--- config.mk ---
export PLATFORM = sky130hd
export DESIGN_NAME = cap_cmp_array
export DESIGN_NICKNAME = d
export VERILOG_FILES = /design/src/rtl/cca_pkg.sv /design/src/rtl/cca_timebase.sv /design/src/rtl/cca_channel.sv /design/src/rtl/cap_cmp_array.sv
export SDC_FILE = /design/constraint.sdc
export NUM_CORES = 1
export LEC_CHECK = 0
export BUFFER_PORTS_ARGS = -buffer_cell sky130_fd_sc_hd__clkbuf_2
export CORE_MARGIN = 4
export CORE_UTILIZATION = 63
export CTS_CLUSTER_DIAMETER = 60
export CTS_CLUSTER_SIZE = 24
export DETAILED_ROUTE_END_ITERATION = 8
export GPL_TIMING_DRIVEN = 1
export PLACE_DENSITY_LB_ADDON = 0.3
export SLEW_MARGIN = 20
export SYNTH_ARGS = -nofsm -noshare
export SYNTH_HDL_FRONTEND = slang
export SYNTH_HIERARCHICAL = 1
export SYNTH_SLANG_ARGS = --single-unit
--- constraint.sdc ---
create_clock -name clk -period 7.4 [get_ports clk]
set_input_delay 1.48 -clock clk [delete_from_list [all_inputs] [get_ports clk]]
set_output_delay 1.48 -clock clk [all_outputs]
set_load 0.01 [all_outputs]
--- src/rtl/cca_pkg.sv ---
// Package: shared constants for the compare/capture/PWM unit.
// Assumes a 5-bit write address, byte-wide write data and at most 7 channels.
package cca_pkg;
    localparam int ADDR_W = 5;

    // Clock source codes held in control bits 2:1
    typedef enum logic [1:0] {
        SRC_DIV12 = 2'd0,
        SRC_DIV4  = 2'd1,
        SRC_TMR   = 2'd2,
        SRC_PIN   = 2'd3
    } clk_src_e;

    // Control register bit positions
    localparam int CB_RUN  = 0;
    localparam int CB_SRC  = 1;
    localparam int CB_OVIE = 3;
    localparam int CB_WDOG = 4;
    localparam int CTRL_W  = 5;

    // Channel mode bit positions
    localparam int MB_IE   = 0;
    localparam int MB_PWM  = 1;
    localparam int MB_TOG  = 2;
    localparam int MB_MAT  = 3;
    localparam int MB_CAPN = 4;
    localparam int MB_CAPP = 5;
    localparam int MB_ECOM = 6;
    localparam int MODE_W  = 7;

    // Fixed addresses (region 00) and channel regions on addr[4:3]
    localparam logic [ADDR_W-1:0] A_CTRL = 5'h00;
    localparam logic [ADDR_W-1:0] A_CLR  = 5'h01;
    localparam logic [ADDR_W-1:0] A_CNTL = 5'h02;
    localparam logic [ADDR_W-1:0] A_CNTH = 5'h03;
    localparam logic [1:0] RG_MODE = 2'b01;
    localparam logic [1:0] RG_VLO  = 2'b10;
    localparam logic [1:0] RG_VHI  = 2'b11;
endpackage

--- src/rtl/cca_timebase.sv ---
// Module: cca_timebase
// Shared counter with its prescaler and clock-source selection.
// Assumes the external pin toggles no faster than one edge per 4 clocks,
// and that a byte load in the same clock as a step takes priority.
module cca_timebase
    import cca_pkg::*;
#(
    parameter int CW       = 16,
    parameter int DIV_SLOW = 12,
    parameter int DIV_FAST = 4
) (
    input  logic            clk,
    input  logic            rst_n,
    input  logic            run,
    input  clk_src_e        src,
    input  logic            tmr_pulse,
    input  logic            ext_pin,
    input  logic            ld_lo,
    input  logic            ld_hi,
    input  logic [CW/2-1:0] ld_data,
    output logic [CW-1:0]   cnt,
    output logic [CW-1:0]   cnt_nxt,
    output logic            step,
    output logic            lo_wrap,
    output logic            ovf
);
    localparam int HB = CW / 2;
    localparam int PW = $clog2(DIV_SLOW);

    logic [PW-1:0] pre_q;
    logic [PW-1:0] pre_last;
    logic          e_s1, e_s2, e_s3;
    logic          ext_rise;
    logic          tick_raw;
    logic [CW-1:0] cnt_q;

    assign pre_last = (src == SRC_DIV4) ? PW'(DIV_FAST - 1) : PW'(DIV_SLOW - 1);

    // Prescaler: counts through one divider period while running
    always_ff @(posedge clk) begin
        if (!rst_n || !run || pre_q == pre_last) pre_q <= '0;
        else                                     pre_q <= pre_q + 1'b1;
    end

    // External pin synchronizer and edge history
    always_ff @(posedge clk) begin
        if (!rst_n) begin
            e_s1 <= 1'b0; e_s2 <= 1'b0; e_s3 <= 1'b0;
        end else begin
            e_s1 <= ext_pin; e_s2 <= e_s1; e_s3 <= e_s2;
        end
    end
    assign ext_rise = e_s2 & ~e_s3;

    // Source selection for one counter step
    always_comb begin
        unique case (src)
            SRC_DIV12, SRC_DIV4: tick_raw = (pre_q == pre_last);
            SRC_TMR:             tick_raw = tmr_pulse;
            default:             tick_raw = ext_rise;
        endcase
    end

    assign step    = run & tick_raw & ~ld_lo & ~ld_hi;
    assign cnt_nxt = cnt_q + CW'(1);
    assign lo_wrap = step & (&cnt_q[HB-1:0]);
    assign ovf     = step & (&cnt_q);
    assign cnt     = cnt_q;

    // Counter: byte loads first, then steps
    always_ff @(posedge clk) begin
        if (!rst_n)     cnt_q <= '0;
        else if (ld_lo) cnt_q[HB-1:0] <= ld_data;
        else if (ld_hi) cnt_q[CW-1:HB] <= ld_data;
        else if (step)  cnt_q <= cnt_nxt;
    end
endmodule

--- src/rtl/cca_channel.sv ---
// Module: cca_channel
// One channel: capture, compare/toggle, 8-bit PWM with shadow reload,
// and an optional watchdog role. Assumes a step is the only moment the
// counter advances; matches are taken against the value being stepped to.
module cca_channel
    import cca_pkg::*;
#(
    parameter int CW       = 16,
    parameter bit WDOG_CAP = 1'b0
) (
    input  logic            clk,
    input  logic            rst_n,
    input  logic [CW-1:0]   cnt,
    input  logic [CW-1:0]   cnt_nxt,
    input  logic            step,
    input  logic            lo_wrap,
    input  logic            wdog_en,
    input  logic            mode_wr,
    input  logic            lo_wr,
    input  logic            hi_wr,
    input  logic [CW/2-1:0] wdata,
    input  logic            pin_i,
    input  logic            flag_clr,
    output logic [CW-1:0]   val,
    output logic            flag,
    output logic            pin_o,
    output logic            int_en,
    output logic            cmp_en,
    output logic            wdog_hit
);
    localparam int HB = CW / 2;

    logic [MODE_W-1:0] mode_q;
    logic [CW-1:0]     val_q;
    logic              p_s1, p_s2, p_s3;
    logic              cap_ev, match_ev, pwm_on, wd_mode;
    logic              flag_q, pin_q, hit_q;

    assign pwm_on   = mode_q[MB_PWM] & mode_q[MB_ECOM];
    assign wd_mode  = WDOG_CAP & wdog_en;
    assign match_ev = step & mode_q[MB_ECOM] & mode_q[MB_MAT] & (cnt_nxt == val_q);
    assign cap_ev   = (mode_q[MB_CAPP] & p_s2 & ~p_s3) | (mode_q[MB_CAPN] & ~p_s2 & p_s3);

    // Input pin synchronizer and edge history
    always_ff @(posedge clk) begin
        if (!rst_n) begin
            p_s1 <= 1'b0; p_s2 <= 1'b0; p_s3 <= 1'b0;
        end else begin
            p_s1 <= pin_i; p_s2 <= p_s1; p_s3 <= p_s2;
        end
    end

    // Mode register; value byte writes drive the comparator enable
    always_ff @(posedge clk) begin
        if (!rst_n)       mode_q <= '0;
        else if (mode_wr) mode_q <= wdata[MODE_W-1:0];
        else if (lo_wr)   mode_q[MB_ECOM] <= 1'b0;
        else if (hi_wr)   mode_q[MB_ECOM] <= 1'b1;
    end

    // Value register: software write, then capture, then PWM reload
    always_ff @(posedge clk) begin
        if (!rst_n)                val_q <= '0;
        else if (lo_wr)            val_q[HB-1:0] <= wdata;
        else if (hi_wr)            val_q[CW-1:HB] <= wdata;
        else if (cap_ev)           val_q <= cnt;
        else if (pwm_on & lo_wrap) val_q[HB-1:0] <= val_q[CW-1:HB];
    end

    // Sticky event flag, set beats clear
    always_ff @(posedge clk) begin
        if (!rst_n)                  flag_q <= 1'b0;
        else if (match_ev || cap_ev) flag_q <= 1'b1;
        else if (flag_clr)           flag_q <= 1'b0;
    end

    // Output pin: PWM compare or match toggle
    always_ff @(posedge clk) begin
        if (!rst_n)      pin_q <= 1'b0;
        else if (pwm_on) pin_q <= (cnt[HB-1:0] >= val_q[HB-1:0]);
        else if (match_ev && mode_q[MB_TOG] && !wd_mode) pin_q <= ~pin_q;
    end

    // Watchdog pulse register
    always_ff @(posedge clk) begin
        if (!rst_n) hit_q <= 1'b0;
        else        hit_q <= match_ev & wd_mode;
    end

    assign val      = val_q;
    assign flag     = flag_q;
    assign pin_o    = pin_q;
    assign int_en   = mode_q[MB_IE];
    assign cmp_en   = mode_q[MB_ECOM];
    assign wdog_hit = hit_q;
endmodule

--- src/rtl/cap_cmp_array.sv ---
// Module: cap_cmp_array
// Top level: write decode, control register, overflow flag, interrupt
// combine and the channel array. Assumes NCH <= 7 so a clear bit fits
// below bit 7 of the write data, and that the last channel is the watchdog.
module cap_cmp_array
    import cca_pkg::*;
#(
    parameter int NCH      = 5,
    parameter int CW       = 16,
    parameter int DIV_SLOW = 12,
    parameter int DIV_FAST = 4
) (
    input  logic              clk,
    input  logic              rst_n,
    input  logic              wr_en,
    input  logic [ADDR_W-1:0] wr_addr,
    input  logic [CW/2-1:0]   wr_data,
    input  logic              timer_ovf_i,
    input  logic              ext_clk_i,
    input  logic [NCH-1:0]    cap_pin_i,
    output logic [NCH-1:0]    cmp_pin_o,
    output logic [CW-1:0]     count_o,
    output logic [NCH*CW-1:0] value_o,
    output logic [NCH-1:0]    flags_o,
    output logic              ovf_flag_o,
    output logic [NCH-1:0]    cmp_en_o,
    output logic              irq_o,
    output logic              wdog_rst_o
);
    localparam int HB = CW / 2;

    logic [CTRL_W-1:0] ctrl_q;
    logic              ovf_q;
    logic              wr_ctrl, wr_clr, ld_lo, ld_hi;
    logic [CW-1:0]     cnt, cnt_nxt;
    logic              step, lo_wrap, ovf;
    logic [NCH-1:0]    ie_v, hit_v;

    assign wr_ctrl = wr_en && (wr_addr == A_CTRL);
    assign wr_clr  = wr_en && (wr_addr == A_CLR);
    assign ld_lo   = wr_en && (wr_addr == A_CNTL);
    assign ld_hi   = wr_en && (wr_addr == A_CNTH);

    // Control register
    always_ff @(posedge clk) begin
        if (!rst_n)       ctrl_q <= '0;
        else if (wr_ctrl) ctrl_q <= wr_data[CTRL_W-1:0];
    end

    // Sticky overflow flag, set beats clear
    always_ff @(posedge clk) begin
        if (!rst_n)                        ovf_q <= 1'b0;
        else if (ovf)                      ovf_q <= 1'b1;
        else if (wr_clr && wr_data[HB-1])  ovf_q <= 1'b0;
    end

    cca_timebase #(.CW(CW), .DIV_SLOW(DIV_SLOW), .DIV_FAST(DIV_FAST)) u_tb (
        .clk      (clk),
        .rst_n    (rst_n),
        .run      (ctrl_q[CB_RUN]),
        .src      (clk_src_e'(ctrl_q[CB_SRC+1:CB_SRC])),
        .tmr_pulse(timer_ovf_i),
        .ext_pin  (ext_clk_i),
        .ld_lo    (ld_lo),
        .ld_hi    (ld_hi),
        .ld_data  (wr_data),
        .cnt      (cnt),
        .cnt_nxt  (cnt_nxt),
        .step     (step),
        .lo_wrap  (lo_wrap),
        .ovf      (ovf)
    );

    for (genvar i = 0; i < NCH; i++) begin : g_ch
        localparam logic [2:0] IDX = 3'(i);
        logic hit_idx;
        assign hit_idx = (wr_addr[2:0] == IDX);

        cca_channel #(.CW(CW), .WDOG_CAP(i == NCH - 1)) u_ch (
            .clk     (clk),
            .rst_n   (rst_n),
            .cnt     (cnt),
            .cnt_nxt (cnt_nxt),
            .step    (step),
            .lo_wrap (lo_wrap),
            .wdog_en (ctrl_q[CB_WDOG]),
            .mode_wr (wr_en && wr_addr[4:3] == RG_MODE && hit_idx),
            .lo_wr   (wr_en && wr_addr[4:3] == RG_VLO && hit_idx),
            .hi_wr   (wr_en && wr_addr[4:3] == RG_VHI && hit_idx),
            .wdata   (wr_data),
            .pin_i   (cap_pin_i[i]),
            .flag_clr(wr_clr && wr_data[i]),
            .val     (value_o[i*CW +: CW]),
            .flag    (flags_o[i]),
            .pin_o   (cmp_pin_o[i]),
            .int_en  (ie_v[i]),
            .cmp_en  (cmp_en_o[i]),
            .wdog_hit(hit_v[i])
        );
    end

    assign count_o    = cnt;
    assign ovf_flag_o = ovf_q;
    assign irq_o      = (|(flags_o & ie_v)) | (ovf_q & ctrl_q[CB_OVIE]);
    assign wdog_rst_o = |hit_v;
endmodule

==> results list <==
* Result of the run: completed
- Sequential element share of the synthesized area: 32.3%
* Hold violation count in the final report: 0
- DRC violations left: 0
- First-pass GRT wire length: 52,600 microns
- IO Port Bufs: 136
- Effective utilization at floorplan: 65.3%
* Shortest period the worst path allows: 4.85 ns
- The min-delay analysis places its worst path in the category reg -> reg.
* Cell with the largest stage delay on the worst path: sky130_fd_sc_hd__nor4_2
* GRT overflow: 0
- The synthesized netlist devotes 18.6% of its cell area to compound gates.
- The number of cells on the worst reg-to-reg path is 9.
* Highest clock frequency the design can meet: 0.206 GHz
- Power share of the sequential group: 46.8%
- Number of flops mapped to enable cells by yosys: 0
* CTS tree: built
- Total negative slack: 0 ns
- For this design the total switching power over the nets is 0.482 mW.
* Number of warnings issued by yosys: 6
- The clock passes through at most 2 buffers.
- Number of unique standard cell types used by synthesis: 72
- Power per Cell Area: 170 nW/um^2
- IR analysis of the VDD net gives a maximum drop of 0.173 mV.
- Vias after detailed routing: 10,100
- Post-placement worst setup slack: 2.36 ns
* Multiplexer area fraction after synthesis: 7.23%
- The first detailed-routing pass took 6 iterations.
- Vias in the first global route: 9,317
- Global-route total usage across every layer: 36.9%
- Largest stage delay on the critical path: 0.96 ns
- Core ar.: 16,100 sq um
* Combined area of the multi-input logic cells: 6560 sq um
- Simple-gate share of the synthesized area: 22.4%
- Cell type with the highest aggregate area in the netlist: sky130_fd_sc_hd__dfxtp_1
* Slew @ Worst Pin: 1.27 ns
- In the final layout, the share of cells above drive strength 1 is 16.6%.
- In this run the worst path has a maximum fanout of 16.
* Switching share of total power: 23.9%
- Mapped Nets: 1,270
- In this run, the combinational gates consume 6.6% of the power.
- Synthesized netlist cell count: 1,205
- Cell Chain, Critical Path: clkbuf_2 > or3b_4 > nor2_1 > buf_4 > inv_1 > nand2_1 > or2_2 > nor4_2 > nand3_1 > a21oi_1 > or2_1 > o2111a_1
* Leading post-synthesis cells by instance count: sky130_fd_sc_hd__dfxtp_1, sky130_fd_sc_hd__nor2_1, sky130_fd_sc_hd__xor2_1, sky130_fd_sc_hd__nand2_1, sky130_fd_sc_hd__mux2i_1
- Max Cap Violations: 0
* Standard-cell rows: 46
- Across the routed clock network, the largest skew measured is 0.00715 ns.
- CP Buf/Inv Count: 3
- Setup violations remaining at the end of the flow were counted as 0.
- The clock network burns 46.5% of the power.
- Compared with the post-synthesis result, the final layout area differs by 12.8%.
* Area share of fa/ha/maj cells after synthesis: 4.99%
* Kind of cell with the highest combined delay on the critical path: simple AND/OR/NAND/NOR gates
- CTS Sinks: 170
- Io pins: 137
- The die covers 18,800 sq um.
* Share of the synthesized area in the top cell type: 32.3%
- Number of pins exceeding their max-slew limit in the final report: 0
* Cell internal pwr: 1.53 mW
* Depth of the worst hold-timing path: 1
- The sequential cells in the finished layout cover a total of 3400 sq um.
- Wirelength per Cell: 23.0 microns
* Via density: 6.55
- By instance count, the leading cell after synthesis is sky130_fd_sc_hd__dfxtp_1.
- Counting the fill cells in the layout gives 1,261.
- Netlist Area Pre-Place: 10,500 sq um
- CTS clk-pin slew, worst paths: 0.07 ns
- Leakage: 5.38 nW
* Largest family of logic cells by synthesized area: simple AND/OR/NAND/NOR gates
- Data on the critical path is required at its endpoint by 7.77 ns.
* Root cell of the clock tree: sky130_fd_sc_hd__clkbuf_16
- STA classifies the critical path startpoint as a primary input.
- In the synthesized netlist the dominant register cell turns out to be sky130_fd_sc_hd__dfxtp_1.
- 0 antenna diodes ended up in the layout.
- In this run, CTS created clock tree buffers numbering 17.
* Number of antenna violations at the first check in global routing: 0
- The congestion estimate from routability-driven global placement came to 0.936.
- In this run the post-CTS setup repair buffer count came out at 0.
- Number of buffers inserted for hold repair after clock tree synthesis: 0
- Cells after DPL: 1,513
- For the worst setup path, the data arrival time is 5.22 ns.
- Post-synthesis share of cell area spent on xor and xnor gates: 8.74%
- Routed wire length: 35,500 microns
* Routed Antenna Nets: 0
- Cell types with the largest area share after synthesis: sky130_fd_sc_hd__dfxtp_1, sky130_fd_sc_hd__mux2i_1, sky130_fd_sc_hd__xor2_1
- From bottom edge to top edge, the die measures 137 microns.
* Logic depth of the worst path, buffers included: 12
- For the worst-skew pair, the clock arrives at the later sink with an insertion delay of 0.43 ns.
- The worst setup path is captured at a flop.
* Worst relative slew slack: 14.5%
- Gates resized during post-CTS repair numbered 0.
- Setup repair after global routing left no endpoint under its margin.
- After legalization and detailed placement, the total HPWL measured 22,700 microns.
- Number of H-tree branching levels: 4
- Number of DRC violations after detailed-routing iteration 0: 1,496
- Path type of the worst setup path: in -> reg
- Each instance of the synthesized netlist takes up on average 8.74 sq um.
- Setup slack on the critical path of the routed design comes to 2.55 ns.
- Largest net degree at the start of global routing: 82
- Nets: 1,381
* Proportion of register bits with asynchronous set or reset after synthesis: 0%
- Crit share post-route: 65.5%
- Layout Cells excl Fill: 1,544
* Seq cells post-synth: 170
* Overall die width: 137 microns
==> sequential cells by signal, summed over array words and instances (netlist names), 4 cells and up <==
name              flops
g_ch.u_ch/p_s2        5
g_ch.u_ch/p_s3        5
g_ch.u_ch/val        80
g_ch.u_ch/flag        5
u_tb/pre_q            4
g_ch.u_ch/p_s1        5
g_ch.u_ch/mode_q     35
u_tb/cnt             16
g_ch.u_ch/pin_o       5
ctrl_q                5
==> stage by stage <==
stage	cell area (sq um)	utilization [%]	power [mW]	hold slack, ns
2_1_floorplan	10500	-	1.04	0.412
4_1_cts	11900	73.6	2.01	0.439
6_report	11900	73.7	2.01	0.434
3_5_place_dp	11200	69.8	1.09	0.421
3_3_place_gp	11200	69.7	1.09	0.414
5_1_grt	11900	73.7	2.06	0.446
==> final timing paths <==
check | startpoint | to | slack (ns)
min | g_ch[1].u_ch/p_s1 | g_ch[1].u_ch/p_s2 | 0.43
min reg2reg | g_ch[1].u_ch/p_s1 | g_ch[1].u_ch/p_s2 | 0.43
max reg2reg | u_tb/cnt[9] | g_ch[0].u_ch/pin_o | 3.15
max | wr_en | g_ch[3].u_ch/val[3] | 2.55
==> kinds of logic (layout without fill, tap and decap cells) <==
group | count (synthesis) | count (layout)
AND/OR/NAND/NOR | 441 | 441
AO/OA/AOI/OAI | 249 | 249
flip-flops | 170 | 170
buffers and inverters | 118 | 241
XOR/XNOR | 105 | 105
multiplexers | 76 | 76
adder cells (fa/ha/maj) | 42 | 42
other | 4 | 4
==> worst register-to-register path: cells and delay by family (launching register included) <==
kind            cells  cell delay (ns)
xor+xnor            2             1.06
flops               1             0.81
compound gates      1             0.29
simple gates        6             1.98
==> final cells by class <==
type	instances	area share, %
timing repair buffer	153	6.83
sequential	170	28.7
clock buffer	21	3.96
clock inverter	10	1.20
inverter	57	1.80
tap	216	2.28
multi-input combinational	917	55.3
==> power by group through the flow <==
stage	clock network (mW)	registers [mW]	logic (mW)
after global routing	0.979	0.943	0.141
final	0.937	0.943	0.134
after global placement	0	0.962	0.125
after detailed placement	0	0.962	0.128
after floorplan	0	0.962	0.0753
after CTS	0.938	0.942	0.130
==> metal layers <==
metal  up-vias  track usage (%)  share of wire [%]  wire [microns]
met5         -                0                  0               0
met4         0             19.6                6.1            2170
met3       180             9.39                 12            4370
met2       705             57.1                 44           15600
met1      4725             47.3                 38           13400
li1       4504                -                  -               -
==> layout by cell type (no fill, tap or decap), types with 9 or more instances in the layout <==
master                      synthesis  routed
sky130_fd_sc_hd__and2_1            24      24
sky130_fd_sc_hd__inv_1             57      57
sky130_fd_sc_hd__nor3_1            60      60
sky130_fd_sc_hd__nand2b_1          46      46
sky130_fd_sc_hd__nor4_1            17      16
sky130_fd_sc_hd__a21oi_1           25      25
sky130_fd_sc_hd__nand2_1           77      77
sky130_fd_sc_hd__a21o_1             9       9
sky130_fd_sc_hd__o2111a_1          40      40
sky130_fd_sc_hd__dfxtp_1          170     170
sky130_fd_sc_hd__mux2i_1           76      76
sky130_fd_sc_hd__nand3b_1           9       9
sky130_fd_sc_hd__nand3_1           29      29
sky130_fd_sc_hd__clkbuf_2           0     135
sky130_fd_sc_hd__a31oi_1            9       9
sky130_fd_sc_hd__xnor2_1           21      20
sky130_fd_sc_hd__clkbuf_16          0      17
sky130_fd_sc_hd__nor2_1            97      96
sky130_fd_sc_hd__o21ai_0           66      66
sky130_fd_sc_hd__xor2_1            84      83
sky130_fd_sc_hd__nor2b_1           38      38
sky130_fd_sc_hd__ha_1              42      42
sky130_fd_sc_hd__o211a_1           41      41
sky130_fd_sc_hd__buf_4             10      18
Power figures use the tool's default switching activity.
